===== src/rtl/tune_pkg.sv =====
package tune_pkg;
   typedef enum logic [2:0] {
      ST_IDLE,
      ST_TRACK,
      ST_SETTLE,
      ST_LATCH,
      ST_DECIDE
   } tune_st_e;
endpackage


===== src/rtl/tune_fsm.sv =====
module tune_fsm
   import tune_pkg::*;
#(
   parameter int N_TRIAL  = 7,
   parameter int SETTLE_W = 8,
   parameter int TW       = 3
) (
   input  logic                clk,
   input  logic                rst_n,
   input  logic                start,
   input  logic [SETTLE_W-1:0] settle_cycles,
   input  logic                cmp_up,
   output logic                load,
   output logic                set_unit,
   output logic                clr_unit,
   output logic [TW-1:0]       idx,
   output logic                cmp_track,
   output logic                cmp_latch,
   output logic                busy,
   output logic                done
);
   tune_st_e            st;
   logic [SETTLE_W-1:0] cnt;
   logic                last;

   assign last      = (idx == TW'(N_TRIAL - 1));
   assign load      = (st == ST_IDLE) && start;
   assign set_unit  = (st == ST_TRACK);
   assign clr_unit  = (st == ST_DECIDE) && !cmp_up;
   assign cmp_track = (st == ST_TRACK);
   assign cmp_latch = (st == ST_LATCH);
   assign busy      = (st != ST_IDLE);

   always_ff @(posedge clk or negedge rst_n) begin
      if (!rst_n) begin
         st   <= ST_IDLE;
         idx  <= '0;
         cnt  <= '0;
         done <= 1'b0;
      end else begin
         done <= 1'b0;
         unique case (st)
            ST_IDLE: begin
               if (start) begin
                  idx <= '0;
                  st  <= ST_TRACK;
               end
            end
            ST_TRACK: begin
               cnt <= settle_cycles;
               st  <= ST_SETTLE;
            end
            ST_SETTLE: begin
               if (cnt == '0) st <= ST_LATCH;
               else           cnt <= cnt - 1'b1;
            end
            ST_LATCH: st <= ST_DECIDE;
            ST_DECIDE: begin
               if (last) begin
                  st   <= ST_IDLE;
                  done <= 1'b1;
               end else begin
                  idx <= idx + 1'b1;
                  st  <= ST_TRACK;
               end
            end
            default: st <= ST_IDLE;
         endcase
      end
   end

   // the settle counter never runs past its loaded value
   p_settle_down_r4: assert property (@(posedge clk) disable iff (!rst_n)
      (st == ST_SETTLE && cnt != '0) |=> (st == ST_SETTLE && cnt == $past(cnt) - 1'b1));
   // trial index stays inside the trial group
   p_idx_range_r6: assert property (@(posedge clk) disable iff (!rst_n)
      busy |-> (idx <= TW'(N_TRIAL - 1)));
endmodule


===== src/rtl/tune_bank.sv =====
module tune_bank #(
   parameter int N_BASE  = 8,
   parameter int N_TRIAL = 7,
   parameter int CW      = 4,
   parameter int TW      = 3,
   parameter int DEF_RST = 4,
   localparam int N_BANK = N_BASE + N_TRIAL
) (
   input  logic              clk,
   input  logic              rst_n,
   input  logic              load,
   input  logic [CW-1:0]     def_count,
   input  logic              set_unit,
   input  logic              clr_unit,
   input  logic [TW-1:0]     idx,
   output logic [N_BANK-1:0] cap_en,
   output logic [CW-1:0]     code
);
   logic [CW-1:0]      base_q;
   logic [N_TRIAL-1:0] mask;
   logic [CW-1:0]      kept;
   logic [CW-1:0]      def_clamped;

   assign def_clamped = (def_count > CW'(N_BASE)) ? CW'(N_BASE) : def_count;

   always_ff @(posedge clk or negedge rst_n) begin
      if (!rst_n) begin
         base_q <= CW'(DEF_RST);
         mask   <= '0;
      end else if (load) begin
         base_q <= def_clamped;
         mask   <= '0;
      end else begin
         for (int j = 0; j < N_TRIAL; j++) begin
            if (idx == TW'(j)) begin
               if (set_unit)      mask[j] <= 1'b1;
               else if (clr_unit) mask[j] <= 1'b0;
            end
         end
      end
   end

   for (genvar i = 0; i < N_BASE; i++) begin : g_base
      assign cap_en[i] = (base_q > CW'(i));
   end
   for (genvar j = 0; j < N_TRIAL; j++) begin : g_trial
      assign cap_en[N_BASE + j] = mask[j];
   end

   always_comb begin
      kept = '0;
      for (int j = 0; j < N_TRIAL; j++) kept = kept + CW'(mask[j]);
   end
   assign code = base_q + kept;

   // base count never exceeds the base group
   p_base_clamp_r9: assert property (@(posedge clk) disable iff (!rst_n)
      base_q <= CW'(N_BASE));
   // a load empties the trial group
   p_load_clear_r2: assert property (@(posedge clk) disable iff (!rst_n)
      load |=> (cap_en[N_BANK-1:N_BASE] == '0));
endmodule


===== src/rtl/cap_tune_ctrl.sv =====
module cap_tune_ctrl #(
   parameter int N_BASE      = 8,
   parameter int N_TRIAL     = 7,
   parameter int SETTLE_W    = 8,
   parameter int DEF_RST     = 4,
   parameter int MAX_RUN_CYC = 20000,
   localparam int N_BANK = N_BASE + N_TRIAL,
   localparam int CW     = $clog2(N_BANK + 1),
   localparam int TW     = (N_TRIAL > 1) ? $clog2(N_TRIAL) : 1
) (
   input  logic                clk,
   input  logic                rst_n,
   input  logic                start,
   input  logic [CW-1:0]       def_count,
   input  logic [SETTLE_W-1:0] settle_cycles,
   input  logic                cmp_up,
   output logic [N_BANK-1:0]   cap_en,
   output logic                cmp_track,
   output logic                cmp_latch,
   output logic                busy,
   output logic                done,
   output logic [CW-1:0]       code
);
   if (N_BASE < 1 || N_TRIAL < 1) begin : g_bad_size
      $error("cap_tune_ctrl: N_BASE and N_TRIAL must be at least 1");
   end
   if (DEF_RST < 0 || DEF_RST > N_BASE) begin : g_bad_def
      $error("cap_tune_ctrl: DEF_RST outside base group");
   end
   if (N_TRIAL * ((1 << SETTLE_W) + 3) > MAX_RUN_CYC) begin : g_bad_time
      $error("cap_tune_ctrl: worst-case run exceeds MAX_RUN_CYC");
   end

   logic          load, set_unit, clr_unit;
   logic [TW-1:0] idx;

   tune_fsm #(.N_TRIAL(N_TRIAL), .SETTLE_W(SETTLE_W), .TW(TW)) u_fsm (
      .clk(clk), .rst_n(rst_n), .start(start), .settle_cycles(settle_cycles),
      .cmp_up(cmp_up), .load(load), .set_unit(set_unit), .clr_unit(clr_unit),
      .idx(idx), .cmp_track(cmp_track), .cmp_latch(cmp_latch),
      .busy(busy), .done(done)
   );

   tune_bank #(.N_BASE(N_BASE), .N_TRIAL(N_TRIAL), .CW(CW), .TW(TW), .DEF_RST(DEF_RST)) u_bank (
      .clk(clk), .rst_n(rst_n), .load(load), .def_count(def_count),
      .set_unit(set_unit), .clr_unit(clr_unit), .idx(idx),
      .cap_en(cap_en), .code(code)
   );

   p_done_pulse_r7: assert property (@(posedge clk) disable iff (!rst_n)
      done |=> !done);
   p_done_idle_r7: assert property (@(posedge clk) disable iff (!rst_n)
      done |-> !busy);
   p_code_hold_r7: assert property (@(posedge clk) disable iff (!rst_n)
      (!busy && !start) |=> ($stable(code) && $stable(cap_en)));
   p_strobe_excl_r3: assert property (@(posedge clk) disable iff (!rst_n)
      !(cmp_track && cmp_latch));
   p_track_unit_on_r3: assert property (@(posedge clk) disable iff (!rst_n)
      cmp_track |=> ($countones(cap_en) == $past($countones(cap_en)) + 1));
   p_latch_pulse_r4: assert property (@(posedge clk) disable iff (!rst_n)
      cmp_latch |=> !cmp_latch);
   p_idle_quiet_r8: assert property (@(posedge clk) disable iff (!rst_n)
      !busy |-> (!cmp_track && !cmp_latch));
   p_drop_r5: assert property (@(posedge clk) disable iff (!rst_n)
      ($past(cmp_latch) && !cmp_up) |=> ($countones(cap_en) == $past($countones(cap_en)) - 1));
endmodule


===== config.mk =====
export PLATFORM = sky130hd
export DESIGN_NAME = cap_tune_ctrl
export DESIGN_NICKNAME = d
export VERILOG_FILES = /design/src/rtl/tune_pkg.sv /design/src/rtl/tune_fsm.sv /design/src/rtl/tune_bank.sv /design/src/rtl/cap_tune_ctrl.sv
export SDC_FILE = /design/constraint.sdc
export NUM_CORES = 1
export LEC_CHECK = 0
export BUFFER_PORTS_ARGS = -buffer_cell sky130_fd_sc_hd__buf_2
export CAP_MARGIN = 20
export CORE_ASPECT_RATIO = 1.75
export CORE_UTILIZATION = 40
export CTS_CLUSTER_DIAMETER = 200
export DETAILED_ROUTE_END_ITERATION = 16
export HOLD_SLACK_MARGIN = 0.15
export PLACE_DENSITY_LB_ADDON = 0.25
export SYNTH_ARGS = -nofsm -noshare
export SYNTH_HDL_FRONTEND = slang
export SYNTH_SLANG_ARGS = --single-unit

===== constraint.sdc =====
create_clock -name clk -period 2.65 [get_ports clk]
set_clock_uncertainty 0.1 [all_clocks]
set_input_delay 0.1325 -clock clk [delete_from_list [all_inputs] [get_ports clk]]
set_output_delay 0.1325 -clock clk [all_outputs]
set_load 0.005 [all_outputs]

==> flow_metrics.tcl <==
set metrics [dict create \
    status "finished with violations" \
    failed_checks "setup timing" \
    cts_tree "built" \
    pwr-share-clk_pct 10.4 \
    pwr_density_cell_nw_per_um2 955 \
    syn_inst 184 \
    holdWs_ns 0.248 \
    preCtsSetupSlack_ns -0.235 \
    yosysMostFrequentCell "dfrtp_1" \
    place_congestion 0.787 \
    nets 275 \
    slew_headroom_pct 58.5 \
    grt_pass1_wl_um 6350 \
    core_area_um2 4230 \
    finalPower_mw 2.15 \
    tightest_slew_ns 0.620 \
    synth_top_cell_by_area "dfrtp_1" \
    final_core_util_pct 53.2 \
    yosysWarnings 0 \
    diodes 0 \
    grt_pass1_vias 1514 \
    period_minus_slack_ns 3.17 \
    fin_crit_sh_pct 120 \
    end_kind "primary output" \
    hold_class "input pin to flip-flop" \
    crit_required_ns 2.42 \
    drv_slew 0 \
    yosys.area.top_type_share_pct 34.9 \
    syn_nets 217 \
    pwr-share-seq_pct 34.4 \
    firstDrtPassIters 4 \
    dpl-instance-area_um2 2020 \
    path_cells "ha_1 -> inv_1 -> fa_1 -> fa_1 -> fa_2 -> fa_2 -> inv_2 -> buf_6" \
    reg2reg_slack_ns 0.72 \
    critPathMaxStageDelay_ns 0.54 \
    ant_nets 0 \
    die_y_um 90.5 \
    hold_violations 0 \
    worstPathArrival_ns 2.94 \
    power_switching_uw 939 \
    grt_max_degree 27 \
    vias 1493 \
    synth_area_leaders "dfrtp_1, ha_1, fa_1" \
    clock_latency_ns 0.26 \
    cp_max_fo 2 \
    gr-total-overflow 0 \
    h-tree-depth 1 \
    area_growth_pct 25.7 \
    clock_sinks 26 \
    setup_slack_ns -0.524 \
    port_buffers 38 \
    routedWlPerCell_um 12.5 \
    avgSynthCellArea_um2 9.73 \
    seqCellArea_um2 652 \
    drive_above_1_share_pct 26.6 \
    crit_type "flip-flop to primary output" \
    netlist_area_um2 1790 \
    synth_commonest_cells "dfrtp_1, inv_1, nand2_1" \
    n_fill_cell 414 \
    power_frac_comb_pct 55.2 \
    viasPerCell 5.15 \
    synth_cell_type_count 45 \
    drcViolationCount 0 \
    io-pin-count 39 \
    p_leak_nw 1.09 \
    clkSlewWorstSetupHoldPaths_ns 0.08 \
    setup_viol 4 \
    yosysSeqAreaShare_pct 36.4 \
    drt-total-wl_um 3640 \
    ir_drop_v 0.000595 \
    synth_ff_type "dfrtp_1" \
    intPower_mw 1.21 \
    multi_input_area_um2 1010 \
    dp.cells 269 \
    swShare_pct 43.7 \
    setup_tns_ns -1.51 \
    path_buf_inv 3 \
    initialDrtViolationCount 23 \
    rows 31 \
    die_w_um 52.6 \
    drv_cap 0 \
    slowest_stage "fa_2" \
    finalInstanceArea_um2 2250 \
    rsz0062_at_grt "true" \
    ys_async_sr_fraction_pct 100 \
    fmax_mhz 315 \
    cts_buffers 3 \
    initial_core_util_pct 42.3 \
    antenna_found_initial 0 \
    start_kind "flip-flop" \
    cts-root-buf "clkbuf_8" \
    clockBufferDepth 2 \
    track_usage_pct 17.6 \
    dieArea_um2 4760 \
    critPathTopFamily "adder cells" \
    detailed_place_hpwl_um 2780 \
    fin_cells 290 \
    synth-seq-cells 26 \
    synth_edf_count 0 \
]
==> layer usage <==
| metal | up-vias | share of wire, % | global-route usage, % | wire (µm) |
|---|---|---|---|---|
| met1 | 704 | 38 | 17.9 | 1380 |
| met4 | 0 | 1.3 | 7.02 | 48 |
| met3 | 4 | 3.2 | 2.69 | 117 |
| li1 | 749 | - | - | - |
| met2 | 36 | 57 | 33.2 | 2090 |
| met5 | - | 0 | 0 | 0 |
==> sequential cells by signal (all words and copies together) (netlist names) <==
name and count:
u_fsm.st 3, u_bank.mask 7, u_fsm.idx 3, u_bank.base_q 4, u_fsm.cnt 8, u_fsm.done 1
==> area by class of cell <==
cell class | count | share of cell area [%]
inverters | 20 | 3.34
clock buffers | 4 | 2.00
flip-flops and latches | 26 | 29.0
well taps | 49 | 2.72
multi-input cells | 131 | 44.7
repair buffers | 60 | 18.2
==> worst paths after layout <==
kind | start | end | cells past startpoint
min reg2reg | u_bank.base_q[2]$_DFFE_PN1P_ | u_bank.base_q[2]$_DFFE_PN1P_ | 2
max reg2reg | u_fsm.st[1]$_DFFE_PN0P_ | u_fsm.cnt[7]$_DFFE_PN0P_ | 4
max | u_bank.mask[0]$_DFFE_PN0P_ | code[1] | 8
min in group asynchronous | rst_n | u_fsm.done$_DFF_PN0_ | 2
min | cmp_up | u_bank.mask[4]$_DFFE_PN0P_ | 5
max in group asynchronous | rst_n | u_bank.base_q[0]$_DFFE_PN0P_ | 2
==> power groups by stage <==
stage | Combinational, mW | Sequential [mW] | Clock, mW
2_1_floorplan | 0.925 | 0.669 | 0
3_3_place_gp | 1.12 | 0.743 | 0
3_5_place_dp | 1.14 | 0.746 | 0
4_1_cts | 1.16 | 0.740 | 0.239
5_1_grt | 1.37 | 0.770 | 0.256
6_report | 1.19 | 0.739 | 0.225
==> repair_timing <==
action,in CTS,in global routing
hold endpoints to repair,38,0
pin swaps,0,2
setup buffers,0,0
resized for setup,1,5
setup endpoints to repair,4,4
hold buffers,17,0
==> logic make-up after synthesis <==
family | Yosys count | synth area share (%)
xor gates and xnor gates | 4 | 1.96
AOI/OAI and AO/OA | 38 | 14.7
and+or+nand+nor | 64 | 21.0
buffers and inverters | 27 | 7.83
DFF | 26 | 36.4
adders and majority gates | 17 | 13.6
muxes | 8 | 4.54
==> placed cells by master, fill, tap and decap left out, types with 5 or more instances in the layout <==
master         count
ha_1              13
buf_2             36
dfrtp_1           25
mux2i_1            7
buf_4              5
nand2b_1           5
nand2_1           17
o21ai_0           10
a21oi_1            6
nand3_1            8
dlygate4sd3_1     17
inv_1             18
nor2_1             9
o21ai_1            6
==> worst min-delay path, cell delays in order <==
cell	delay [ns]
buf_2	0.08
or3b_4	0.12
a21oi_4	0.07
nand3_1	0.10
mux2i_1	0.07
No activity file was read; power rests on OpenSTA's default activity.
